$ cat config.mk
export PLATFORM = sky130hd
export DESIGN_NAME = csens_i2c_target
export DESIGN_NICKNAME = d
export VERILOG_FILES = /design/src/rtl/csens_pkg.sv /design/src/rtl/csens_bus_sync.sv /design/src/rtl/csens_link.sv /design/src/rtl/csens_regs.sv /design/src/rtl/csens_i2c_target.sv
export SDC_FILE = /design/constraint.sdc
export NUM_CORES = 1
export LEC_CHECK = 0
export BUFFER_PORTS_ARGS = -buffer_cell sky130_fd_sc_hd__clkbuf_2
export CORE_MARGIN = 2
export CORE_UTILIZATION = 59
export CTS_CLUSTER_DIAMETER = 40
export CTS_CLUSTER_SIZE = 40
export DETAILED_ROUTE_END_ITERATION = 10
export PLACE_DENSITY = 0.81
export SLEW_MARGIN = 20
export SYNTH_ARGS = -nofsm -noshare
export SYNTH_HDL_FRONTEND = slang
export SYNTH_SLANG_ARGS = --single-unit
$ cat constraint.sdc
create_clock -name clk -period 5.2 [get_ports clk]
set_clock_uncertainty 0.1 [all_clocks]
set_input_delay 0.52 -clock clk [delete_from_list [all_inputs] [get_ports clk]]
set_output_delay 0.52 -clock clk [all_outputs]
set_load 0.02 [all_outputs]
$ cat src/rtl/csens_pkg.sv
package csens_pkg;
    localparam int NUM_CH_D = 4;
    localparam int CAP_W_D  = 4;
    localparam int INT_W_D  = 12;
    localparam int RES_W_D  = 10;
    localparam int OFS_W_D  = 8;

    localparam logic [6:0] DEV_ADDR = 7'h74;

    localparam logic [7:0] A_CTRL = 8'h00;
    localparam logic [7:0] A_CFG  = 8'h01;
    localparam logic [7:0] A_CAP  = 8'h06;
    localparam logic [7:0] A_INT  = 8'h0A;
    localparam logic [7:0] A_RES  = 8'h40;
    localparam logic [7:0] A_OFS  = 8'h48;

    typedef enum logic [2:0] {
        PH_IDLE,
        PH_DEV,
        PH_PTR,
        PH_WDAT,
        PH_RDAT
    } phase_t;

    typedef struct packed {
        logic rise;
        logic fall;
        logic start;
        logic stop;
        logic sda;
    } bus_evt_t;

    typedef struct packed {
        logic       en;
        logic [7:0] addr;
        logic [7:0] data;
    } wr_req_t;

    function automatic logic [2:0] cfg_pack(input logic [7:0] d);
        return {d[2], d[1] & d[2], d[0]};
    endfunction
endpackage

$ cat src/rtl/csens_bus_sync.sv
module csens_bus_sync
    import csens_pkg::*;
#(
    parameter int SYNC_STAGES = 2
) (
    input  logic     clk,
    input  logic     rst,
    input  logic     scl_in,
    input  logic     sda_in,
    output bus_evt_t evt
);
    logic [SYNC_STAGES-1:0] scl_sh, sda_sh;
    logic                   scl_q, sda_q;
    logic                   scl_s, sda_s;

    always_ff @(posedge clk) begin
        if (rst) begin
            scl_sh <= '1;
            sda_sh <= '1;
            scl_q  <= 1'b1;
            sda_q  <= 1'b1;
        end else begin
            scl_sh <= {scl_sh[SYNC_STAGES-2:0], scl_in};
            sda_sh <= {sda_sh[SYNC_STAGES-2:0], sda_in};
            scl_q  <= scl_sh[SYNC_STAGES-1];
            sda_q  <= sda_sh[SYNC_STAGES-1];
        end
    end

    assign scl_s = scl_sh[SYNC_STAGES-1];
    assign sda_s = sda_sh[SYNC_STAGES-1];

    assign evt.rise  = scl_s & ~scl_q;
    assign evt.fall  = ~scl_s & scl_q;
    assign evt.start = scl_s & scl_q & sda_q & ~sda_s;
    assign evt.stop  = scl_s & scl_q & ~sda_q & sda_s;
    assign evt.sda   = sda_s;
endmodule

$ cat src/rtl/csens_link.sv
module csens_link
    import csens_pkg::*;
(
    input  logic       clk,
    input  logic       rst,
    input  bus_evt_t   evt,
    input  logic [7:0] rd_byte,
    output logic [7:0] ptr,
    output wr_req_t    wr,
    output logic       sda_oe
);
    localparam logic [3:0] BYTE_BITS = 4'd8;

    phase_t     phase;
    logic [3:0] cnt;
    logic       in_ack;
    logic [7:0] shreg;
    logic [7:0] tx;
    logic       hit;
    logic       rw_rd;
    logic       mnack;
    logic       match;

    assign match = (shreg[7:1] == DEV_ADDR);

    always_ff @(posedge clk) begin
        if (rst) begin
            phase  <= PH_IDLE;
            cnt    <= '0;
            in_ack <= 1'b0;
            shreg  <= '0;
            tx     <= '0;
            hit    <= 1'b0;
            rw_rd  <= 1'b0;
            mnack  <= 1'b1;
            ptr    <= '0;
            wr     <= '0;
            sda_oe <= 1'b0;
        end else begin
            wr.en <= 1'b0;
            if (evt.start) begin
                phase  <= PH_DEV;
                cnt    <= '0;
                in_ack <= 1'b0;
                sda_oe <= 1'b0;
            end else if (evt.stop) begin
                phase  <= PH_IDLE;
                in_ack <= 1'b0;
                sda_oe <= 1'b0;
            end else if (phase != PH_IDLE) begin
                if (evt.rise) begin
                    if (in_ack) begin
                        mnack <= evt.sda;
                    end else if (cnt < BYTE_BITS) begin
                        shreg <= {shreg[6:0], evt.sda};
                        cnt   <= cnt + 4'd1;
                    end
                end else if (evt.fall) begin
                    if (!in_ack && cnt == BYTE_BITS) begin
                        in_ack <= 1'b1;
                        case (phase)
                            PH_DEV: begin
                                hit    <= match;
                                rw_rd  <= shreg[0];
                                sda_oe <= match;
                            end
                            PH_PTR: begin
                                ptr    <= shreg;
                                sda_oe <= 1'b1;
                            end
                            PH_WDAT: begin
                                wr     <= '{en: 1'b1, addr: ptr, data: shreg};
                                sda_oe <= 1'b1;
                            end
                            default: sda_oe <= 1'b0;
                        endcase
                    end else if (in_ack) begin
                        in_ack <= 1'b0;
                        cnt    <= '0;
                        case (phase)
                            PH_DEV: begin
                                if (!hit) begin
                                    phase  <= PH_IDLE;
                                    sda_oe <= 1'b0;
                                end else if (rw_rd) begin
                                    phase  <= PH_RDAT;
                                    tx     <= rd_byte;
                                    sda_oe <= ~rd_byte[7];
                                end else begin
                                    phase  <= PH_PTR;
                                    sda_oe <= 1'b0;
                                end
                            end
                            PH_PTR: begin
                                phase  <= PH_WDAT;
                                sda_oe <= 1'b0;
                            end
                            PH_RDAT: begin
                                if (mnack) begin
                                    phase  <= PH_IDLE;
                                    sda_oe <= 1'b0;
                                end else begin
                                    tx     <= rd_byte;
                                    sda_oe <= ~rd_byte[7];
                                end
                            end
                            default: sda_oe <= 1'b0;
                        endcase
                    end else if (phase == PH_RDAT && cnt != 4'd0) begin
                        tx     <= {tx[6:0], 1'b0};
                        sda_oe <= ~tx[6];
                    end
                end
            end
        end
    end
endmodule

$ cat src/rtl/csens_regs.sv
module csens_regs
    import csens_pkg::*;
#(
    parameter int NUM_CH = NUM_CH_D,
    parameter int CAP_W  = CAP_W_D,
    parameter int INT_W  = INT_W_D,
    parameter int RES_W  = RES_W_D,
    parameter int OFS_W  = OFS_W_D
) (
    input  logic                     clk,
    input  logic                     rst,
    input  wr_req_t                  wr,
    input  logic [7:0]               rd_addr,
    output logic [7:0]               rd_byte,
    input  logic                     sample_done,
    input  logic [NUM_CH*RES_W-1:0]  sample_data,
    input  logic                     offset_done,
    input  logic [NUM_CH*OFS_W-1:0]  offset_data,
    output logic                     cmd_sample,
    output logic                     cmd_offset,
    output logic                     cfg_trim,
    output logic                     cfg_sleep,
    output logic                     cfg_extclk,
    output logic [NUM_CH*CAP_W-1:0]  cap_cfg,
    output logic [NUM_CH*INT_W-1:0]  int_cfg
);
    localparam int INT_HI_W = INT_W - 8;
    localparam int RES_HI_W = RES_W - 8;

    logic [1:0] ctrl_q, ctrl_n;
    logic [2:0] cfg_q;
    logic [NUM_CH-1:0][7:0] chan_rd;

    always_comb begin
        ctrl_n = ctrl_q;
        if (wr.en && wr.addr == A_CTRL) ctrl_n = wr.data[1:0];
        if (sample_done) ctrl_n[0] = 1'b0;
        if (offset_done) ctrl_n[1] = 1'b0;
    end

    always_ff @(posedge clk) begin
        if (rst) begin
            ctrl_q <= '0;
            cfg_q  <= '0;
        end else begin
            ctrl_q <= ctrl_n;
            if (wr.en && wr.addr == A_CFG) cfg_q <= cfg_pack(wr.data);
        end
    end

    assign cmd_sample = ctrl_q[0];
    assign cmd_offset = ctrl_q[1];
    assign cfg_trim   = cfg_q[0];
    assign cfg_sleep  = cfg_q[1];
    assign cfg_extclk = cfg_q[2];

    for (genvar c = 0; c < NUM_CH; c++) begin : g_ch
        localparam logic [7:0] CAP_A  = 8'(A_CAP + c);
        localparam logic [7:0] INT_LO = 8'(A_INT + 2 * c);
        localparam logic [7:0] INT_HI = 8'(A_INT + 2 * c + 1);
        localparam logic [7:0] RES_LO = 8'(A_RES + 2 * c);
        localparam logic [7:0] RES_HI = 8'(A_RES + 2 * c + 1);
        localparam logic [7:0] OFS_A  = 8'(A_OFS + c);

        logic [CAP_W-1:0] cap_q;
        logic [INT_W-1:0] int_q;
        logic [RES_W-1:0] res_q;
        logic [OFS_W-1:0] ofs_q;

        always_ff @(posedge clk) begin
            if (rst) begin
                cap_q <= '1;
                int_q <= '0;
                res_q <= '0;
                ofs_q <= '0;
            end else begin
                if (wr.en && wr.addr == CAP_A)  cap_q <= wr.data[CAP_W-1:0];
                if (wr.en && wr.addr == INT_LO) int_q[7:0] <= wr.data;
                if (wr.en && wr.addr == INT_HI) int_q[INT_W-1:8] <= wr.data[INT_HI_W-1:0];
                if (sample_done) res_q <= sample_data[c*RES_W +: RES_W];
                if (offset_done) ofs_q <= offset_data[c*OFS_W +: OFS_W];
            end
        end

        assign cap_cfg[c*CAP_W +: CAP_W] = cap_q;
        assign int_cfg[c*INT_W +: INT_W] = int_q;

        assign chan_rd[c] = (rd_addr == CAP_A)  ? 8'(cap_q) :
                            (rd_addr == INT_LO) ? int_q[7:0] :
                            (rd_addr == INT_HI) ? 8'(int_q[INT_W-1:8]) :
                            (rd_addr == RES_LO) ? res_q[7:0] :
                            (rd_addr == RES_HI) ? 8'(res_q[RES_W-1:8]) :
                            (rd_addr == OFS_A)  ? 8'(ofs_q) : 8'h00;
    end

    always_comb begin
        rd_byte = 8'h00;
        if (rd_addr == A_CTRL) rd_byte = {6'b0, ctrl_q};
        if (rd_addr == A_CFG)  rd_byte = {5'b0, cfg_q};
        for (int c = 0; c < NUM_CH; c++) rd_byte = rd_byte | chan_rd[c];
    end

    logic unused_hi;
    assign unused_hi = (RES_HI_W > 0) ? 1'b0 : 1'b1;
endmodule

$ cat src/rtl/csens_i2c_target.sv
module csens_i2c_target
    import csens_pkg::*;
#(
    parameter int NUM_CH      = NUM_CH_D,
    parameter int CAP_W       = CAP_W_D,
    parameter int INT_W       = INT_W_D,
    parameter int RES_W       = RES_W_D,
    parameter int OFS_W       = OFS_W_D,
    parameter int SYNC_STAGES = 2
) (
    input  logic                    clk,
    input  logic                    rst,
    input  logic                    scl_in,
    input  logic                    sda_in,
    output logic                    sda_oe,
    output logic                    cmd_sample,
    output logic                    cmd_offset,
    output logic                    cfg_trim,
    output logic                    cfg_sleep,
    output logic                    cfg_extclk,
    output logic [NUM_CH*CAP_W-1:0] cap_cfg,
    output logic [NUM_CH*INT_W-1:0] int_cfg,
    input  logic                    sample_done,
    input  logic [NUM_CH*RES_W-1:0] sample_data,
    input  logic                    offset_done,
    input  logic [NUM_CH*OFS_W-1:0] offset_data
);
    bus_evt_t   evt;
    wr_req_t    wr;
    logic [7:0] ptr;
    logic [7:0] rd_byte;

    csens_bus_sync #(.SYNC_STAGES(SYNC_STAGES)) u_sync (
        .clk    (clk),
        .rst    (rst),
        .scl_in (scl_in),
        .sda_in (sda_in),
        .evt    (evt)
    );

    csens_link u_link (
        .clk     (clk),
        .rst     (rst),
        .evt     (evt),
        .rd_byte (rd_byte),
        .ptr     (ptr),
        .wr      (wr),
        .sda_oe  (sda_oe)
    );

    csens_regs #(
        .NUM_CH (NUM_CH),
        .CAP_W  (CAP_W),
        .INT_W  (INT_W),
        .RES_W  (RES_W),
        .OFS_W  (OFS_W)
    ) u_regs (
        .clk         (clk),
        .rst         (rst),
        .wr          (wr),
        .rd_addr     (ptr),
        .rd_byte     (rd_byte),
        .sample_done (sample_done),
        .sample_data (sample_data),
        .offset_done (offset_done),
        .offset_data (offset_data),
        .cmd_sample  (cmd_sample),
        .cmd_offset  (cmd_offset),
        .cfg_trim    (cfg_trim),
        .cfg_sleep   (cfg_sleep),
        .cfg_extclk  (cfg_extclk),
        .cap_cfg     (cap_cfg),
        .int_cfg     (int_cfg)
    );
endmodule

After elaboration in Yosys (flattened, before gate mapping)
Cells that the tools add are included.

Word-level logic and storage cells: 229. Register bits: 199. Output and inout bits: 70. Bits of input ports: 78.

Bitwise operators: 25. Add/subtract/negate cells: 1. Reductions and logical operators: 47. Mux-type cells: 59. $lt $le $gt $ge: 1. Equality and inequality tests: 55.

Operators with widths (count): $mux 8 (24); $eq 8x4->1 const B (16); $eq 8x7->1 const B (12); $reduce_and 7->1 (6); $mux 7 (5); $eq 8x3->1 const B (4); $eq 8x5->1 const B (4); $mux 4 (6); $or 8x8->8 (3); $ne 3x3->1 const B (6); $reduce_bool 3->1 (6); $mux 17 (1); $eq 8x1->1 const B (2); $logic_and 1x1->1 (16); $logic_not 8->1 (2); $mux 1 (14); $pmux 7 s2 (1); $not 1->1 (13); $mux 3 (4); $reduce_and 11->1 (1); $pmux 3 s3 (1); $and 1x1->1 (8); $or 3x8->8 (1); $reduce_or 2->1 (4); other kinds (22) (28).

Depth between registers and ports, before layout
Depth after elaboration: 17. Depth in mapped cells: 9. Depth with buffers taken out: 8.

Cells and area by module
Synthesis repeated with hierarchy kept, for this count alone.

Cell total of the unflattened synthesis: 1054. Area total of the unflattened synthesis: 9404.0 um^2.

Modules (own cells, without submodules): csens_regs (seq. area each 2822.7 um^2, cells each 752, instances 1, area an instance 6765.2 um^2); csens_link (seq. area each 1041.0 um^2, cells each 285, instances 1, area an instance 2441.1 um^2); csens_bus_sync (seq. area each 120.1 um^2, cells each 17, instances 1, area an instance 197.7 um^2).

Worst setup path before layout
Ideal clock, no wire load.

Path type: reg2reg. From: reg u_link.ptr[4]. To: reg u_link.tx[3]. Required time: 4.981 ns. Cell stages (with the launch flop): 8. Slack: 3.225 ns. Setup time: 0.119 ns. Period minus slack after synthesis: 1.975 ns. Buffers on the path: 1. Data arrival time: 1.756 ns. Cells stage by stage: dfxtp_1 -> or4_1 -> buf_4 -> nor4_1 -> a21oi_1 -> a2111oi_0 -> and4_1 -> o21ai_1.

Word-level cells in the longest chain between the ends: 15. Elaborated cells between the ends (all ways): 57. Classes of those cells: eq/ne (24); mux (29); bitwise (4).

Ends and longest elaborated chain: from (decl) (line csens_link.sv:8) `output logic [7:0] ptr,`; from (signal assigned) (line csens_link.sv:68) `ptr <= shreg;`; $eq 8x7->1 (line csens_regs.sv:93) `(rd_addr == OFS_A) ? 8'(ofs_q) : 8'h00;`; $mux 8 (line csens_regs.sv:93); $mux 8 (line csens_regs.sv:92) `(rd_addr == RES_HI) ? 8'(res_q[RES_W-1:8]) :`; $mux 8 (line csens_regs.sv:91) `(rd_addr == RES_LO) ? res_q[7:0] :`; $mux 8 (line csens_regs.sv:90) `(rd_addr == INT_HI) ? 8'(int_q[INT_W-1:8]) :`; $mux 8 (line csens_regs.sv:89) `(rd_addr == INT_LO) ? int_q[7:0] :`; $mux 8 (line csens_regs.sv:88) `assign chan_rd[c] = (rd_addr == CAP_A) ? 8'(cap_q) :`; $or 3x8->8 (line csens_regs.sv:100) `for (int c = 0; c < NUM_CH; c++) rd_byte = rd_byte | chan_rd[c];`; $or 8x8->8 (2 in series) (line csens_regs.sv:100); $or 8x8->8 (*) (line csens_regs.sv:100); $mux 7 (line csens_link.sv:85) `end else if (rw_rd) begin`; $mux 7 (line csens_link.sv:82) `if (!hit) begin`; $pmux 7 s2 (*) (line csens_link.sv:80) `case (phase)`; $mux 7 (*) (line csens_link.sv:77) `end else if (in_ack) begin`; to (signal assigned) (line csens_link.sv:87) `tx <= rd_byte;`; to (signal assigned) (line csens_link.sv:103) `tx <= rd_byte;`; to (signal assigned) (line csens_link.sv:110) `tx <= {tx[6:0], 1'b0};`; to (decl) (line csens_link.sv:18) `logic [7:0] tx;`.

Mark *: on every way between the ends. The rest lies on a longest branch, timed or not. The select of a mux whose other input is x is not followed. A chain may end at the register's enable or synchronous reset.

Worst setup path after layout
From: reg u_link.ptr[2]. To: reg u_link.tx[0].

Same word-level chain as after synthesis.

==> flow_results.org <==
** Clock network
- Cts bufs inserted :: 17
- TritonCTS built the clock tree.
- Post-CTS repair changed the size of 0 cells.
- For this design, the CTS-stage hold fixing added 0 buffers.
- H-tree levels :: 4
- Clock-pin slew reported for the worst setup and hold paths after clock tree synthesis :: about 0.070 ns
- Once the clock tree was built, the setup fixing pass inserted 0 buffers.
- The clock reaches the later pin of the worst-skew pair after between 0.4 and 0.5 ns.
- Sinks on the clock net :: approximately 200
- The longest clock path from root to sink contains 2 buffers.
- Root Driver :: sky130_fd_sc_hd__clkbuf_16

** Synthesis
- Of the total synthesized cell area, the portion taken by full adders, half adders and majority gates is 0.00278.
- Yosys attributes the largest share of cell area to sky130_fd_sc_hd__dfxtp_1, sky130_fd_sc_hd__mux2i_1, sky130_fd_sc_hd__nor2_1.
- Number of nets in the synthesized netlist :: between 1000 and 1500
- Combinational family with the most area after synthesis :: simple AND/OR/NAND/NOR gates
- After synthesis the cells add up to roughly 0.0090 mm^2.
- Count of cell types in the netlist :: 73
- Post-synth EDFFs :: 0
- Flop and latch count out of synthesis :: between 150 and 200
- Most used flip-flop cell after synthesis :: sky130_fd_sc_hd__dfxtp_1
- Yosys top cell by area :: sky130_fd_sc_hd__dfxtp_1
- The share of the Yosys chip area taken by registers is 0.442.
- Synthesis Warnings :: 0
- Of the total synthesized cell area, the portion taken by XOR and XNOR cells is 0.00195.
- Of the post-synthesis cell area, the dominant cell type holds 0.442.
- Async set-or-reset flop fraction in the synthesized netlist :: 0
- Gate count after technology mapping :: between 900 and 1000
- After synthesis, the share of cell area in mux cells is 0.201.
- sky130_fd_sc_hd__dfxtp_1 is the most common cell in the netlist.
- The post-synthesis compound-gate area fraction is 0.107.
- The average instance in the mapped netlist occupies ~9.0 um^2.
- Most instantiated cells after synthesis :: sky130_fd_sc_hd__dfxtp_1, sky130_fd_sc_hd__nor2_1, sky130_fd_sc_hd__mux2i_1
- Of the total synthesized cell area, the portion taken by AND, OR, NAND and NOR gates is 0.203.

** Hold path
- The worst hold path belongs to the class primary input to register.
- Hold path cells :: 2
- Startpoint of the tightest hold check path :: scl_in
- Hold-critical path endpoint :: u_sync.scl_sh[0]

** Power
- Fraction of power consumed by the clock network :: 0.440
- Share of total power in sequential cells :: 0.514
- IR analysis of the VDD net gives a maximum drop of approximately 0.00026 V.
- Summed over all nets, the switching power comes to slightly below 700 uW.
- Power density relative to cell area :: 298 mW/mm^2
- Internal Dissipation :: approximately 2400 uW
- Of the total power, the share spent switching nets is 0.221.
- Standby leakage power :: 0.00466 uW
- Of the total power, combinational logic draws 0.046.

** Route
- WL per Instance :: around 21 um
- Routed Antenna Nets :: 0
- Iteration-0 DRC Markers :: ~900
- After detailed routing, the number of vias per cell comes to ~6.3.
- Drc violations :: 0
- Number of vias in the routed layout :: just over 8000
- Sum of routed wire length over all layers :: 27.0 mm
- Number of iterations in the first detailed-routing pass :: 6

** Critical path
- Critical register-to-register path endpoint :: u_link.tx[0]
- Crit path required time :: about 5.4 ns
- In this run the register-to-register setup slack is around 2.2 ns.
- Broken down by cell family, the worst path's largest delay share belongs to simple AND/OR/NAND/NOR gates.
- For the worst flop-to-flop path, the logic depth is 6.
- The startpoint identified for the worst register-to-register timing path is u_link.ptr[2].
- Endpoint type of the worst setup path :: register
- In this run the worst path has a maximum fanout of 11.
- Critical path depth in cells :: 6
- Among all stages on the critical path, the largest delay is contributed by sky130_fd_sc_hd__nor2b_1.
- Count of buffer and inverter cells on the critical path :: 0
- Max stage delay on crit path :: 0.79 ns
- Crit start category :: register
- By startpoint and endpoint, the worst setup path is classified as register to register.
- For the worst setup path, the data arrival time is approximately 3.2 ns.
- The critical path goes through nor2b_1, nand3_1, o2111ai_1, o311ai_0, a211oi_1, o221ai_1.

** Timing
- Max Clk Rate :: between 0.3 and 0.4 GHz
- Final hold viol count :: 0
- After layout, the minimum clock period comes to a little under 3 ns.
- Headroom to the max-slew limit :: 0.196
- The number of max-slew violations in the final report is 0.
- Worst Tran Pin Value :: approximately 1.2 ns
- Setup repair after global routing left no endpoint under its margin.
- Setup violations remaining at the end of the flow were counted as 0.
- In the final timing run, aggregate negative setup slack is 0 ns.
- Ratio of final minimum period to clock period :: 0.571

** GRT
- Entering global routing, the biggest net connects a little over 90 pins.
- Number of global-route vias before repair :: approximately 7500
- Congestion Overflow GR :: 0
- The first global-routing pass estimated around 41 mm of wire.
- Antenna violations before repair :: 0
- Overall global routing resource usage :: 0.329

** Placed design
- DP Wirelength :: 19.1 mm
- The congestion estimate from routability-driven global placement came to just over 1.
- Once placement completed, the tool counted placed cells totaling between 1000 and 1500.
- Count of buffers inserted at the top-level ports :: between 100 and 150

** Cells and area
- Synthesis-to-finish area growth :: 14.9%
- Ratio of cells with drive above 1 in the final layout :: 0.198
- For this run, the post-layout net count is between 1000 and 1500.
- Summing all flip-flop and latch instances after layout gives around 0.0040 mm^2.
- 0 antenna diodes ended up in the layout.
- Final cell count without fillers :: about 1300
- The multi-input combinational cells in the finished layout cover a total of between 0.004 and 0.005 mm^2.
- The layout has approximately 1200 filler cells.

** Floorplan
- The die covers 0.0163 mm^2.
- Core outline area :: about 0.015 mm^2
- From left edge to right edge, the die measures between 100 and 150 um.
- For this design the top-level I/O count stands at roughly 150.
- DIE HEIGHT :: 128 um
- The initial utilization of the core area, before any placement, comes to 0.599.
- Number of rows created at floorplan :: 45

** Run
- Max-cap violations in this run came to 0.

** Status
- The run finished with clean final reports.
cells in the final DEF, fill, tap and decap left out, drive strengths merged, types with 8 or more instances in the layout:
cell type,synthesis,layout
mux2,10,10
nor2b,8,8
a21oi,27,27
nor3,17,17
o31ai,8,8
a32oi,9,9
mux2i,167,167
a22oi,10,10
clkbuf,55,168
nand2b,11,11
nand4,15,15
dfxtp,199,199
nand3,48,48
buf,22,12
nor2,189,189
nand2,59,59
inv,14,16
o21ai,19,19
power by group through the flow:
stage	Sequential, uW	Clock (uW)	Combinational, uW
final	1580	1360	140
after detailed placement	1620	0	140
after CTS	1580	1360	141
after global placement	1620	0	137
after global routing	1590	1430	154
after floorplan	1610	0	93.3
logic make-up (layout without fill, tap and decap cells):
kind of cell | count (synthesis) | after routing
DFF | 199 | 199
adders and majority gates | 2 | 2
AOI/OAI and AO/OA | 134 | 134
buffers and inverters | 91 | 203
xor gates and xnor gates | 2 | 2
muxes | 178 | 178
and+or+nand+nor | 389 | 389
layout make-up:
| cell class | count | share of cell area |
|---|---|---|
| multi-input combinational | 705 | 0.449 |
| sequential | 199 | 0.385 |
| timing repair buffer | 157 | 0.0786 |
| clock buffer | 23 | 0.0481 |
| tap | 188 | 0.0227 |
| clock inverter | 9 | 0.0108 |
| inverter | 14 | 0.00508 |
layer usage:
| metal | vias up | GRT usage | share of wire |
|---|---|---|---|
| met2 | 443 | 0.534 | 0.46 |
| met4 | 0 | 0.134 | 0.036 |
| li1 | 3740 | - | - |
| met1 | 3847 | 0.430 | 0.41 |
| met5 | - | 0 | 0 |
| met3 | 83 | 0.0708 | 0.088 |
metrics by stage:
stage	hold slack [ns]	worst slack [ns]	cell area, um^2	total power (uW)	utilization
2_1_floorplan	0.289	3.22	9000	1700	-
3_3_place_gp	0.294	2.40	9730	1750	0.647
3_5_place_dp	0.307	2.41	9730	1760	0.647
4_1_cts	0.170	2.33	10300	3080	0.688
5_1_grt	0.168	2.09	10300	3170	0.688
6_report	0.173	2.23	10300	3080	0.688
state kept, by name, indices dropped and copies added (netlist names):
register and flops:
u_regs.ctrl_q 2, u_sync.sda_sh 2, u_sync.scl_q 1, u_link.sda_oe 1
u_sync.sda_q 1, u_link.cnt 4, u_link.rw_rd 1, u_link.wr 17
u_regs.g_ch.int_q 48, u_link.in_ack 1, u_link.mnack 1, u_link.ptr 8
u_regs.g_ch.ofs_q 32, u_link.tx 7, u_link.shreg 8, u_sync.scl_sh 2
u_link.phase 3, u_regs.g_ch.res_q 40, u_regs.cfg_q 3, u_regs.g_ch.cap_q 16
u_link.hit 1
worst reg2reg max path, stage by stage (launching register included):
cell                        delay (ns)
sky130_fd_sc_hd__dfxtp_1          0.64
sky130_fd_sc_hd__nor2b_1          0.79
sky130_fd_sc_hd__nand3_1          0.35
sky130_fd_sc_hd__o2111ai_1        0.27
sky130_fd_sc_hd__o311ai_0         0.15
sky130_fd_sc_hd__a211oi_1         0.35
sky130_fd_sc_hd__o221ai_1         0.18
worst max path at each step:
| stage | startpoint | end | slack [ns] |
|---|---|---|---|
| 5_1_grt | u_link.wr[16] | u_regs.g_ch[3].int_q[1] | 2.09 |
| 4_1_cts | u_link.wr[16] | u_regs.g_ch[3].int_q[1] | 2.33 |
| 2_1_floorplan | u_link.ptr[4] | u_link.tx[3] | 3.22 |
| 3_5_place_dp | u_link.wr[16] | u_regs.g_ch[3].int_q[1] | 2.41 |
| 3_3_place_gp | u_link.ptr[2] | u_link.tx[0] | 2.40 |
| 6_report | u_link.ptr[2] | u_link.tx[0] | 2.23 |
Power figures use the tool's default switching activity.
